[config.mk]
export PLATFORM = sky130hd
export DESIGN_NAME = strop_engine
export DESIGN_NICKNAME = d
export VERILOG_FILES = /design/src/rtl/strop_pkg.sv /design/src/rtl/strop_datapath.sv /design/src/rtl/strop_control.sv /design/src/rtl/strop_engine.sv
export SDC_FILE = /design/constraint.sdc
export NUM_CORES = 1
export LEC_CHECK = 0
export ABC_AREA = 1
export BUFFER_PORTS_ARGS = -buffer_cell sky130_fd_sc_hd__buf_2
export CAP_MARGIN = 20
export CELL_PAD_IN_SITES_DETAIL_PLACEMENT = 1
export CELL_PAD_IN_SITES_GLOBAL_PLACEMENT = 2
export CORE_MARGIN = 8
export CORE_UTILIZATION = 32
export DETAILED_ROUTE_END_ITERATION = 10
export PLACE_DENSITY_LB_ADDON = 0.15
export SYNTH_ARGS = -nofsm -noshare
export SYNTH_HDL_FRONTEND = slang
export SYNTH_SLANG_ARGS = --single-unit
export TNS_END_PERCENT = 1
[constraint.sdc]
create_clock -name clk -period 3.8 [get_ports clk]
set_clock_uncertainty 0.2 [all_clocks]
set_input_delay 0 -clock clk [delete_from_list [all_inputs] [get_ports clk]]
set_output_delay 0 -clock clk [all_outputs]
set_load 0.1 [all_outputs]
[src/rtl/strop_pkg.sv]
package strop_pkg;

  localparam int BYTE_W = 8;

  localparam logic [2:0] OP_CMP    = 3'd0;
  localparam logic [2:0] OP_COPY   = 3'd1;
  localparam logic [2:0] OP_LEN    = 3'd2;
  localparam logic [2:0] OP_FILL   = 3'd3;
  localparam logic [2:0] OP_CPYT   = 3'd4;
  localparam logic [2:0] OP_STREAM = 3'd5;

  typedef enum logic [1:0] {
    ADR_A  = 2'd0,
    ADR_B  = 2'd1,
    ADR_WR = 2'd2
  } adrSel_e;

  typedef enum logic [1:0] {
    RES_ZERO = 2'd0,
    RES_DIFF = 2'd1,
    RES_IDX  = 2'd2,
    RES_DST  = 2'd3
  } resSel_e;

  typedef struct packed {
    logic    load;
    logic    incIdx;
    logic    holdByte;
    logic    setResult;
    resSel_e resSel;
    adrSel_e adrSel;
    logic    req;
    logic    we;
    logic    wrFill;
    logic    wrItem;
  } ctlStrobe_t;

  typedef struct packed {
    logic inMaskZero;
    logic inFullZero;
    logic lastMasked;
    logic streamLast;
    logic cmpStop;
    logic rdZero;
  } dpStatus_t;

endpackage

[src/rtl/strop_datapath.sv]
module strop_datapath
  import strop_pkg::*;
#(
  parameter int DATA_W = 32,
  parameter int LEN_W  = 15
) (
  input  logic                clk,
  input  logic                rstN,
  input  ctlStrobe_t          ctl,
  input  logic [DATA_W-1:0]   opA,
  input  logic [DATA_W-1:0]   opB,
  input  logic [DATA_W-1:0]   opC,
  input  logic [1:0]          itemSize,
  input  logic [BYTE_W-1:0]   memRdata,
  output dpStatus_t           status,
  output logic [DATA_W-1:0]   memAddr,
  output logic [BYTE_W-1:0]   memWdata,
  output logic [DATA_W-1:0]   result
);

  localparam int ITEM_W = 3;
  localparam int PAD_W  = DATA_W - BYTE_W;
  localparam int EXT_W  = DATA_W + 1 - LEN_W;

  logic [DATA_W-1:0] baseA;
  logic [DATA_W-1:0] baseB;
  logic [LEN_W-1:0]  lenMask;
  logic [DATA_W-1:0] lenFull;
  logic [BYTE_W-1:0] fillByte;
  logic [ITEM_W-1:0] itemMask;
  logic [DATA_W-1:0] idx;
  logic [BYTE_W-1:0] byteHold;
  logic [DATA_W-1:0] resultReg;

  logic [DATA_W:0]   idxNext;
  logic [ITEM_W-1:0] itemMaskIn;
  logic [DATA_W-1:0] wrOffset;
  logic [DATA_W-1:0] diffVal;

  always_comb begin
    unique case (itemSize)
      2'd0:    itemMaskIn = 3'd0;
      2'd1:    itemMaskIn = 3'd1;
      default: itemMaskIn = 3'd3;
    endcase
  end

  always_ff @(posedge clk) begin
    if (!rstN) begin
      baseA     <= '0;
      baseB     <= '0;
      lenMask   <= '0;
      lenFull   <= '0;
      fillByte  <= '0;
      itemMask  <= '0;
      idx       <= '0;
      byteHold  <= '0;
      resultReg <= '0;
    end else begin
      if (ctl.load) begin
        baseA     <= opA;
        baseB     <= opB;
        lenMask   <= opC[LEN_W-1:0];
        lenFull   <= opC;
        fillByte  <= opB[BYTE_W-1:0];
        itemMask  <= itemMaskIn;
        idx       <= '0;
        resultReg <= '0;
      end else if (ctl.incIdx) begin
        idx <= idx + 1'b1;
      end
      if (ctl.holdByte) begin
        byteHold <= memRdata;
      end
      if (ctl.setResult) begin
        unique case (ctl.resSel)
          RES_DIFF: resultReg <= diffVal;
          RES_IDX:  resultReg <= idx;
          RES_DST:  resultReg <= baseA + idx;
          default:  resultReg <= '0;
        endcase
      end
    end
  end

  assign idxNext  = {1'b0, idx} + 1'b1;
  assign wrOffset = ctl.wrItem ? {{(DATA_W-ITEM_W){1'b0}}, idx[ITEM_W-1:0] & itemMask} : idx;
  assign diffVal  = {{PAD_W{1'b0}}, byteHold} - {{PAD_W{1'b0}}, memRdata};

  always_comb begin
    unique case (ctl.adrSel)
      ADR_A:   memAddr = baseA + idx;
      ADR_B:   memAddr = baseB + idx;
      ADR_WR:  memAddr = baseA + wrOffset;
      default: memAddr = baseA;
    endcase
  end

  assign memWdata = ctl.wrFill ? fillByte : memRdata;
  assign result   = resultReg;

  assign status.inMaskZero = (opC[LEN_W-1:0] == '0);
  assign status.inFullZero = (opC == '0);
  assign status.lastMasked = (idxNext == {{EXT_W{1'b0}}, lenMask});
  assign status.streamLast = ((idxNext[ITEM_W-1:0] & itemMask) == '0) &&
                             (idxNext >= {1'b0, lenFull});
  assign status.cmpStop    = (byteHold == '0) || (byteHold != memRdata);
  assign status.rdZero     = (memRdata == '0);


  idx_step_chk: assert property (@(posedge clk) disable iff (!rstN)
    !$past(ctl.load) |-> (idx == $past(idx)) || (idx == $past(idx) + 1'b1));


  stream_window_chk: assert property (@(posedge clk) disable iff (!rstN)
    (ctl.req && ctl.we && ctl.wrItem) |-> ((memAddr - baseA) <= 32'd3));

endmodule

[src/rtl/strop_control.sv]
module strop_control
  import strop_pkg::*;
(
  input  logic       clk,
  input  logic       rstN,
  input  logic       start,
  input  logic [2:0] opSel,
  input  dpStatus_t  status,
  output ctlStrobe_t ctl,
  output logic       busy,
  output logic       done
);

  typedef enum logic [3:0] {
    S_IDLE, S_RDA, S_RDB, S_CMPE, S_CPYR, S_CPYW, S_LENR, S_LENE,
    S_FILW, S_TRMR, S_TRMW, S_STRR, S_STRW, S_FIN
  } state_e;

  state_e     state;
  state_e     stateNext;
  logic [2:0] opReg;

  always_ff @(posedge clk) begin
    if (!rstN) begin
      state <= S_IDLE;
      opReg <= '0;
    end else begin
      state <= stateNext;
      if (state == S_IDLE && start) begin
        opReg <= opSel;
      end
    end
  end

  always_comb begin
    stateNext = state;
    ctl       = '0;
    ctl.adrSel = ADR_A;
    ctl.resSel = RES_ZERO;
    unique case (state)
      S_IDLE: begin
        if (start) begin
          ctl.load = 1'b1;
          unique case (opSel)
            OP_CMP:    stateNext = S_RDA;
            OP_COPY:   stateNext = status.inMaskZero ? S_FIN : S_CPYR;
            OP_LEN:    stateNext = S_LENR;
            OP_FILL:   stateNext = status.inMaskZero ? S_FIN : S_FILW;
            OP_CPYT:   stateNext = S_TRMR;
            OP_STREAM: stateNext = status.inFullZero ? S_FIN : S_STRR;
            default:   stateNext = S_FIN;
          endcase
        end
      end
      S_RDA: begin
        ctl.req    = 1'b1;
        ctl.adrSel = ADR_A;
        stateNext  = S_RDB;
      end
      S_RDB: begin
        ctl.req      = 1'b1;
        ctl.adrSel   = ADR_B;
        ctl.holdByte = 1'b1;
        stateNext    = S_CMPE;
      end
      S_CMPE: begin
        if (status.cmpStop) begin
          ctl.setResult = 1'b1;
          ctl.resSel    = RES_DIFF;
          stateNext     = S_FIN;
        end else begin
          ctl.incIdx = 1'b1;
          stateNext  = S_RDA;
        end
      end
      S_CPYR: begin
        ctl.req    = 1'b1;
        ctl.adrSel = ADR_B;
        stateNext  = S_CPYW;
      end
      S_CPYW: begin
        ctl.req    = 1'b1;
        ctl.we     = 1'b1;
        ctl.adrSel = ADR_WR;
        if (status.lastMasked) begin
          stateNext = S_FIN;
        end else begin
          ctl.incIdx = 1'b1;
          stateNext  = S_CPYR;
        end
      end
      S_LENR: begin
        ctl.req    = 1'b1;
        ctl.adrSel = ADR_B;
        stateNext  = S_LENE;
      end
      S_LENE: begin
        if (status.rdZero) begin
          ctl.setResult = 1'b1;
          ctl.resSel    = RES_IDX;
          stateNext     = S_FIN;
        end else begin
          ctl.incIdx = 1'b1;
          stateNext  = S_LENR;
        end
      end
      S_FILW: begin
        ctl.req    = 1'b1;
        ctl.we     = 1'b1;
        ctl.wrFill = 1'b1;
        ctl.adrSel = ADR_WR;
        if (status.lastMasked) begin
          stateNext = S_FIN;
        end else begin
          ctl.incIdx = 1'b1;
        end
      end
      S_TRMR: begin
        ctl.req    = 1'b1;
        ctl.adrSel = ADR_B;
        stateNext  = S_TRMW;
      end
      S_TRMW: begin
        ctl.req    = 1'b1;
        ctl.we     = 1'b1;
        ctl.adrSel = ADR_WR;
        if (status.rdZero) begin
          ctl.setResult = 1'b1;
          ctl.resSel    = RES_DST;
          stateNext     = S_FIN;
        end else begin
          ctl.incIdx = 1'b1;
          stateNext  = S_TRMR;
        end
      end
      S_STRR: begin
        ctl.req    = 1'b1;
        ctl.adrSel = ADR_B;
        stateNext  = S_STRW;
      end
      S_STRW: begin
        ctl.req    = 1'b1;
        ctl.we     = 1'b1;
        ctl.wrItem = 1'b1;
        ctl.adrSel = ADR_WR;
        if (status.streamLast) begin
          stateNext = S_FIN;
        end else begin
          ctl.incIdx = 1'b1;
          stateNext  = S_STRR;
        end
      end
      S_FIN: begin
        stateNext = S_IDLE;
      end
      default: stateNext = S_IDLE;
    endcase
  end

  assign busy = (state != S_IDLE);
  assign done = (state == S_FIN);


  done_pulse_chk: assert property (@(posedge clk) disable iff (!rstN)
    done |=> !done);


  busy_start_chk: assert property (@(posedge clk) disable iff (!rstN)
    (busy && start) |=> $stable(opReg));


  zero_copy_chk: assert property (@(posedge clk) disable iff (!rstN)
    (!busy && start && (opSel == OP_COPY) && status.inMaskZero) |=> done);

endmodule

[src/rtl/strop_engine.sv]
module strop_engine
  import strop_pkg::*;
#(
  parameter int DATA_W = 32,
  parameter int LEN_W  = 15
) (
  input  logic              clk,
  input  logic              rstN,
  input  logic              start,
  input  logic [2:0]        opSel,
  input  logic [DATA_W-1:0] opA,
  input  logic [DATA_W-1:0] opB,
  input  logic [DATA_W-1:0] opC,
  input  logic [1:0]        itemSize,
  output logic              busy,
  output logic              done,
  output logic [DATA_W-1:0] result,
  output logic              memReq,
  output logic              memWe,
  output logic [DATA_W-1:0] memAddr,
  output logic [BYTE_W-1:0] memWdata,
  input  logic [BYTE_W-1:0] memRdata
);

  ctlStrobe_t ctl;
  dpStatus_t  status;

  strop_control ctrl_i (
    .clk    (clk),
    .rstN   (rstN),
    .start  (start),
    .opSel  (opSel),
    .status (status),
    .ctl    (ctl),
    .busy   (busy),
    .done   (done)
  );

  strop_datapath #(
    .DATA_W (DATA_W),
    .LEN_W  (LEN_W)
  ) dp_i (
    .clk      (clk),
    .rstN     (rstN),
    .ctl      (ctl),
    .opA      (opA),
    .opB      (opB),
    .opC      (opC),
    .itemSize (itemSize),
    .memRdata (memRdata),
    .status   (status),
    .memAddr  (memAddr),
    .memWdata (memWdata),
    .result   (result)
  );

  assign memReq = ctl.req;
  assign memWe  = ctl.we;

endmodule

==> results of run 1 <==
## placed cells by master (no fill, tap or decap), types with 12 or more instances in the layout
cell type | synthesis | final
nand3_1 | 163 | 153
xor2_1 | 26 | 26
or2_2 | 34 | 34
nand2_2 | 2 | 15
buf_2 | 4 | 157
a21oi_1 | 266 | 257
nand3b_1 | 19 | 19
nor2_1 | 279 | 259
nor3_1 | 29 | 26
o21ai_1 | 0 | 20
buf_4 | 0 | 104
a31oi_1 | 20 | 16
o211ai_1 | 14 | 14
dfxtp_2 | 0 | 13
dlygate4sd3_1 | 0 | 115
inv_1 | 282 | 276
nand4_1 | 23 | 23
a21o_1 | 23 | 23
nand3_2 | 2 | 12
buf_12 | 0 | 27
o2111ai_1 | 12 | 12
dfxtp_1 | 174 | 160
nand2_1 | 655 | 638
clkbuf_16 | 0 | 18
ha_1 | 134 | 124
nor2_2 | 5 | 21
o21ai_0 | 166 | 142
## cell usage after synthesis, types with 8 or more instances
cell	count
or2_2	34
nand3_1	163
clkbuf_1	53
xor2_1	26
nor4_1	9
nor3_1	29
o2111ai_1	12
o211ai_1	14
inv_1	282
nor2_1	279
a31oi_1	20
ha_1	134
o21ai_0	166
nand4_1	23
nand2_1	655
a21o_1	23
o21a_1	8
xnor2_1	9
a21oi_1	266
o21bai_1	10
dfxtp_1	174
a221oi_1	11
nand3b_1	19
## power by group
part,switching [mW],leakage (nW),internal (mW)
clock,0.887,0.295,1.07
combinational,8.08,8.07,3.50
sequential,0.432,1.43,2.29
total,9.40,9.79,6.85
## repair_timing
| item | CTS | global route |
|---|---|---|
| hold endpoints to repair | 133 | 0 |
| cloned | 1 | 0 |
| buffers inserted | 4 | 3 |
| hold buffers | 115 | 0 |
| pin swaps | 5 | 13 |
| gates resized for setup | 44 | 96 |
| endpoints found under the setup margin | 30 | 59 |
## critical path: stages (launching register included)
cell	delay [ns]
dfxtp_4	0.37
nor2_4	0.10
inv_2	0.05
nor2_4	0.18
buf_12	0.19
nor2_1	0.07
ha_1	0.35
nand3_1	0.11
nand3_2	0.10
inv_1	0.08
o21bai_4	0.16
nand3_1	0.11
nand2_2	0.18
nand2_1	0.07
nand2_1	0.17
nand4_1	0.12
nand2_1	0.12
a21oi_1	0.07
o21ai_0	0.08
nand3_1	0.17
buf_6	0.23
## cell type report
class	count	area share, %
sequential	174	17.5
antenna	2	0.0250
tap	615	3.84
clock inverter	13	0.918
multi-input combinational	1957	53.4
inverter	287	5.40
timing repair buffer	411	16.8
clock buffer	19	2.21
## through the flow
stage | setup TNS (ns) | instances
3_3_place_gp | 0 | 3322
6_report | 0 | 3478
4_1_cts | -0.148 | 3474
2_1_floorplan | -0.0135 | 2484
3_5_place_dp | -0.105 | 3322
5_1_grt | -3.47 | 3478
## sequential cells by signal, summed over array words and instances (netlist names)
register and count:
ctrl_i.state 4, dp_i.byteHold 8, dp_i.baseB 25, dp_i.itemMask 2, dp_i.idx 32, dp_i.result 32
dp_i.fillByte 7, dp_i.lenFull 32, dp_i.baseA 32
## worst paths after layout
path / start / end / slack (ns) / depth (start not counted)
setup / recovery: ctrl_i.state[1]$_SDFFE_PN0P_ / memAddr[27] / 0.003 / 20
hold / removal: opB[3] / dp_i.fillByte[3]$_SDFFE_PN0P_ / 0.09 / 4
setup reg to reg: dp_i.idx[0]$_SDFFE_PP0P_ / dp_i.idx[28]$_SDFFE_PP0P_ / 0.21 / 23
hold reg to reg: dp_i.lenFull[2]$_SDFFE_PN0P_ / dp_i.lenFull[2]$_SDFFE_PN0P_ / 0.27 / 2
## cells by family (layout without fill, tap and decap cells)
| group | count (synthesis) | after routing |
|---|---|---|
| other | 0 | 2 |
| buffers and inverters | 353 | 730 |
| AND/OR/NAND/NOR | 1232 | 1232 |
| AO/OA/AOI/OAI | 552 | 552 |
| XOR/XNOR | 35 | 35 |
| flip-flops | 174 | 174 |
| adder cells (fa/ha/maj) | 138 | 138 |
## metal layers
layer	track usage [%]	vias up	part of all wire (%)
met5	0	-	0.017
met4	8.10	2	2.3
met3	4.42	89	4.5
met2	45.9	398	46
met1	37.6	8935	48
li1	-	8993	-
==> impl_metrics.env, run 1 <==
export IMPL_synth_xor_area_share_pct=2.02
export IMPL_syn_inst=2484
export IMPL_synth_top_area_share_pct=23.0
export IMPL_ir_drop_mv=0.956
export IMPL_avgSynthCellArea_um2=6.11
export IMPL_hold_path_class="input port to flop"
export IMPL_synth_cell_types=49
export IMPL_tightest_slew_ns=0.896
export IMPL_synthSimpleGateAreaFrac_pct=34.2
export IMPL_yosys_register_bits=174
export IMPL_totalWireLength_um=76800
export IMPL_dp_hpwl_um=62500
export IMPL_multiInputGateArea_um2=10700
export IMPL_setup_violations=0
export IMPL_synthFlopType="dfxtp_1"
export IMPL_drv_slew=0
export IMPL_core_um2=47200
export IMPL_drtIter0Drc=1165
export IMPL_cts_tree="built"
export IMPL_place_ws_ns=-0.0414
export IMPL_finalInstanceArea_um2=20000
export IMPL_clockRootBuffer="clkbuf_16"
export IMPL_synth_top_cell_by_area="dfxtp_1"
export IMPL_drc=0
export IMPL_fmax_ghz=0.263
export IMPL_clkSlewWorstSetupHoldPaths_ns=0.07
export IMPL_grt_ovfl_total=0
export IMPL_gp_congestion=0.913
export IMPL_register_area_um2=3500
export IMPL_grt_usage_pct=28.0
export IMPL_grt_pass1_vias=19000
export IMPL_synth_nets=2734
export IMPL_cts_buffers=17
export IMPL_drv_cap=0
export IMPL_clock_latency_ns=0.50
export IMPL_wire_per_inst_um=22.1
export IMPL_min_period_ns=3.80
export IMPL_area_growth_pct=32.1
export IMPL_fill_cells=6290
export IMPL_arrival_ns=3.60
export IMPL_critical_path_max_fanout=17
export IMPL_total_power_mw=16.2
export IMPL_hold_ws_ns=0.0929
export IMPL_p_leak_nw=9.79
export IMPL_chipHeight_um=234
export IMPL_hold_viol_final=0
export IMPL_via_count=18400
export IMPL_start_kind="flop"
export IMPL_critPathKind="flop to output pin"
export IMPL_synth_top_family_by_area="simple AND/OR/NAND/NOR gates"
export IMPL_vias_per_cell=5.30
export IMPL_rsz0062_at_grt="yes"
export IMPL_die_w_um=234
export IMPL_end_kind="output pin"
export IMPL_grt_pass1_wl_um=115000
export IMPL_dieArea_um2=54600
export IMPL_synth_area_um2=15200
export IMPL_fin_util_pct=42.4
export IMPL_worst_ep_required_time_ns=3.60
export IMPL_antenna_left=0
export IMPL_start_util_pct=32.1
export IMPL_synth_edf_count=0
export IMPL_async_flop_share_pct=0
export IMPL_rows=80
export IMPL_ys_seq_area_share_pct=23.0
export IMPL_yosys_area_share_adder_pct=11.6
export IMPL_numClockSinks=174
export IMPL_grt_max_degree=69
export IMPL_outcome="completed"
export IMPL_synth_compound_area_share_pct=20.3
export IMPL_timing_final_ws_setup_ns=0.00349
export IMPL_p_per_area_nw_per_um2=811
export IMPL_synth_area_leaders="dfxtp_1 23%, nand2_1 16%, ha_1 11%"
export IMPL_synthMuxAreaShare_pct=0
export IMPL_port_buffers=187
export IMPL_period_share_pct=99.9
export IMPL_cts_path_max_buffers=2
export IMPL_io_pins=188
export IMPL_place_area_um2=17800
export IMPL_h_tree_depth=4
export IMPL_nets=3098
export IMPL_synth_warnings=0
export IMPL_max_slew_margin_rel_pct=40.3
export IMPL_drive_above_1_share_pct=17.0
export IMPL_dr_pass1_iters=5
export IMPL_grt_antenna_before_repair=3
Note: power is estimated with default switching activity, not from simulation.
==> run 2, diff against run 1 <==
--- a/config.mk
+++ b/config.mk
@@ -11,7 +11,7 @@
 export CELL_PAD_IN_SITES_DETAIL_PLACEMENT = 1
 export CELL_PAD_IN_SITES_GLOBAL_PLACEMENT = 2
 export CORE_MARGIN = 8
-export CORE_UTILIZATION = 32
+export CORE_UTILIZATION = 29
 export DETAILED_ROUTE_END_ITERATION = 10
 export PLACE_DENSITY_LB_ADDON = 0.15
 export SYNTH_ARGS = -nofsm -noshare
==> constraint.sdc (replaced) <==
create_clock -name clk -period 3.43 [get_ports clk]
set_clock_uncertainty 0.2 [all_clocks]
set_input_delay 0 -clock clk [delete_from_list [all_inputs] [get_ports clk]]
set_output_delay 0 -clock clk [all_outputs]
set_load 0.1 [all_outputs]
==> impl_metrics.env, run 2 (synthesized netlist as in run 1, its figures left out) <==
export IMPL_grt_pass1_wl_um=121000
export IMPL_intPower_mw=8.75
export IMPL_start_kind="flop"
export IMPL_period_share_pct=106
export IMPL_io_pins=188
export IMPL_outcome="finished with violations"
export IMPL_wire_per_inst_um=21.5
export IMPL_grt_max_degree=68
export IMPL_antenna_left=0
export IMPL_drc=0
export IMPL_fmax_ghz=0.275
export IMPL_ir_drop_mv=1.18
export IMPL_hold_viol_final=0
export IMPL_fin_util_pct=43.6
export IMPL_clockPowerShare_pct=11.4
export IMPL_worst_ep_required_time_ns=3.23
export IMPL_switching_power_mw=10.9
export IMPL_setup_violations=25
export IMPL_tightest_slew_ns=0.941
export IMPL_p_leak_nw=11.0
export IMPL_timing_final_ws_setup_ns=-0.210
export IMPL_clockRootBuffer="clkbuf_16"
export IMPL_vias_per_cell=5.10
export IMPL_critical_path_max_fanout=10
export IMPL_cp_slowest_cell="dfxtp_2"
export IMPL_layout_common_cells="619 x nand2_1, 262 x inv_1, 236 x nor2_1, 236 x a21oi_1, 233 x buf_4"
export IMPL_drtIter0Drc=1016
export IMPL_max_stage_delay_ns=0.33
export IMPL_end_kind="output pin"
export IMPL_timing_reg2reg_worst_path_depth=23
export IMPL_port_buffers=187
export IMPL_critPathKind="flop to output pin"
export IMPL_switching_share_pct=55.6
export IMPL_numClockSinks=174
export IMPL_area_growth_pct=49.8
export IMPL_arrival_ns=3.44
export IMPL_fill_cells=6727
export IMPL_start_util_pct=29.1
export IMPL_grt_usage_pct=26.2
export IMPL_cts_path_max_buffers=2
export IMPL_r2r_slack_ns=-0.01
export IMPL_totalWireLength_um=80400
export IMPL_hold_ws_ns=0.0223
export IMPL_rr_endpoint="dp_i.idx[18]$_SDFFE_PP0P_"
export IMPL_cts_buffers=17
export IMPL_seqPwrFrac_pct=15.3
export IMPL_p_per_area_nw_per_um2=866
export IMPL_grt_pass1_vias=19900
export IMPL_whs_path_depth=7
export IMPL_worst_path_most_repeated_cell="buf_12"
export IMPL_die_w_um=245
export IMPL_h_tree_depth=4
export IMPL_via_count=19100
export IMPL_dieArea_um2=59900
export IMPL_max_slew_margin_rel_pct=37.0
export IMPL_violations="negative setup slack"
export IMPL_total_power_mw=19.7
export IMPL_nets=3286
export IMPL_grt_ovfl_total=0
export IMPL_place_area_um2=19000
export IMPL_hold_path_class="input port to flop"
export IMPL_combPwrFrac_pct=73.3
export IMPL_rsz0062_at_grt="yes"
export IMPL_dp_hpwl_um=64600
export IMPL_rows=84
export IMPL_dr_pass1_iters=5
export IMPL_min_to="ctrl_i.state[0]$_SDFFE_PN0P_"
export IMPL_core_um2=52100
export IMPL_grt_antenna_before_repair=4
export IMPL_chipHeight_um=245
export IMPL_r2r_start="dp_i.idx[4]$_SDFFE_PP0P_"
export IMPL_min_period_ns=3.64
export IMPL_cts_tree="built"
export IMPL_cp_cell_sequence="nor2_2, inv_2, nor2_4, buf_12, buf_12, buf_16, nor2_1, buf_4, ha_4, buf_6, inv_1, nor3_2, and3_4, nand4_1, nand2_1, nand2_1, nand3_2, nand3_2, buf_12"
export IMPL_hold_start="opSel[0]"
export IMPL_clkSlewWorstSetupHoldPaths_ns=0.07
export IMPL_drv_cap=0
export IMPL_gp_congestion=0.926
export IMPL_layout_commonest_cell="nand2_1"
export IMPL_finalInstanceArea_um2=22700
export IMPL_drive_above_1_share_pct=25.3
export IMPL_clock_latency_ns=0.51
export IMPL_drv_slew=0
[run 2: per-layer routing]
| metal | part of all wire [%] | track usage, % | vias to the layer above |
|---|---|---|---|
| li1 | - | - | 9365 |
| met1 | 47 | 35.1 | 9232 |
| met2 | 47 | 43.7 | 402 |
| met3 | 4.8 | 4.39 | 69 |
| met4 | 1.7 | 6.12 | 0 |
| met5 | 0 | 0 | - |
[run 2: final cells by class]
class / count / area, um^2 / area share [%]
Multi-Input combinational cell: 1957 / 11500 / 50.6
Timing Repair Buffer: 599 / 5150 / 22.7
Sequential cell: 174 / 3510 / 15.4
Inverter: 287 / 1080 / 4.75
Tap cell: 688 / 861 / 3.79
Clock buffer: 23 / 488 / 2.15
Clock inverter: 9 / 144 / 0.633
Antenna cell: 2 / 5.00 / 0.0220
[run 2: worst max path at each step]
| stage | startpoint | end | cells after the start |
|---|---|---|---|
| after floorplan | ctrl_i.state[1]$_SDFFE_PN0P_ | memAddr[17] | 15 |
| after global placement | ctrl_i.state[2]$_SDFFE_PN0P_ | memAddr[8] | 15 |
| after detailed placement | dp_i.idx[3]$_SDFFE_PP0P_ | dp_i.idx[29]$_SDFFE_PP0P_ | 23 |
| after CTS | ctrl_i.state[1]$_SDFFE_PN0P_ | memAddr[31] | 17 |
| after global routing | ctrl_i.state[0]$_SDFFE_PN0P_ | memAddr[20] | 23 |
| final | ctrl_i.state[0]$_SDFFE_PN0P_ | memAddr[30] | 19 |
[run 2: power by group through the flow]
stage	clock [mW]	sequential [mW]	combinational, mW
global placement	0	3.00	13.1
detailed placement	0	3.01	13.2
global route	2.38	3.06	15.4
floorplan	0	3.07	7.78
CTS	2.30	2.99	14.0
finish	2.25	3.01	14.4
[run 2: repair_timing]
item | in CTS | in global routing
endpoints found under the setup margin | 61 | 66
gates cloned | 2 | 1
setup buffers | 13 | 17
pin swaps | 45 | 71
gates resized for setup | 186 | 149
endpoints found under the hold margin | 148 | 0
hold buffers | 156 | 0
[run 2: critical path, delay by kind of cell (launching register included)]
kind | cells | cell delay [ns]
adder cells (fa/ha/maj) | 1 | 0.28
buffers and inverters | 8 | 0.97
flip-flops | 1 | 0.33
AND/OR/NAND/NOR | 10 | 1.33
[run 2: metrics by stage]
step                setup slack, ns  TNS [ns]  std cells
floorplan                    -0.384     -2.34       2484
global placement             -0.193     -3.53       3516
detailed placement           -0.186     -5.22       3516
CTS                          -0.255     -3.94       3719
global route                 -0.352    -14.89       3737
finish                       -0.210     -2.82       3739
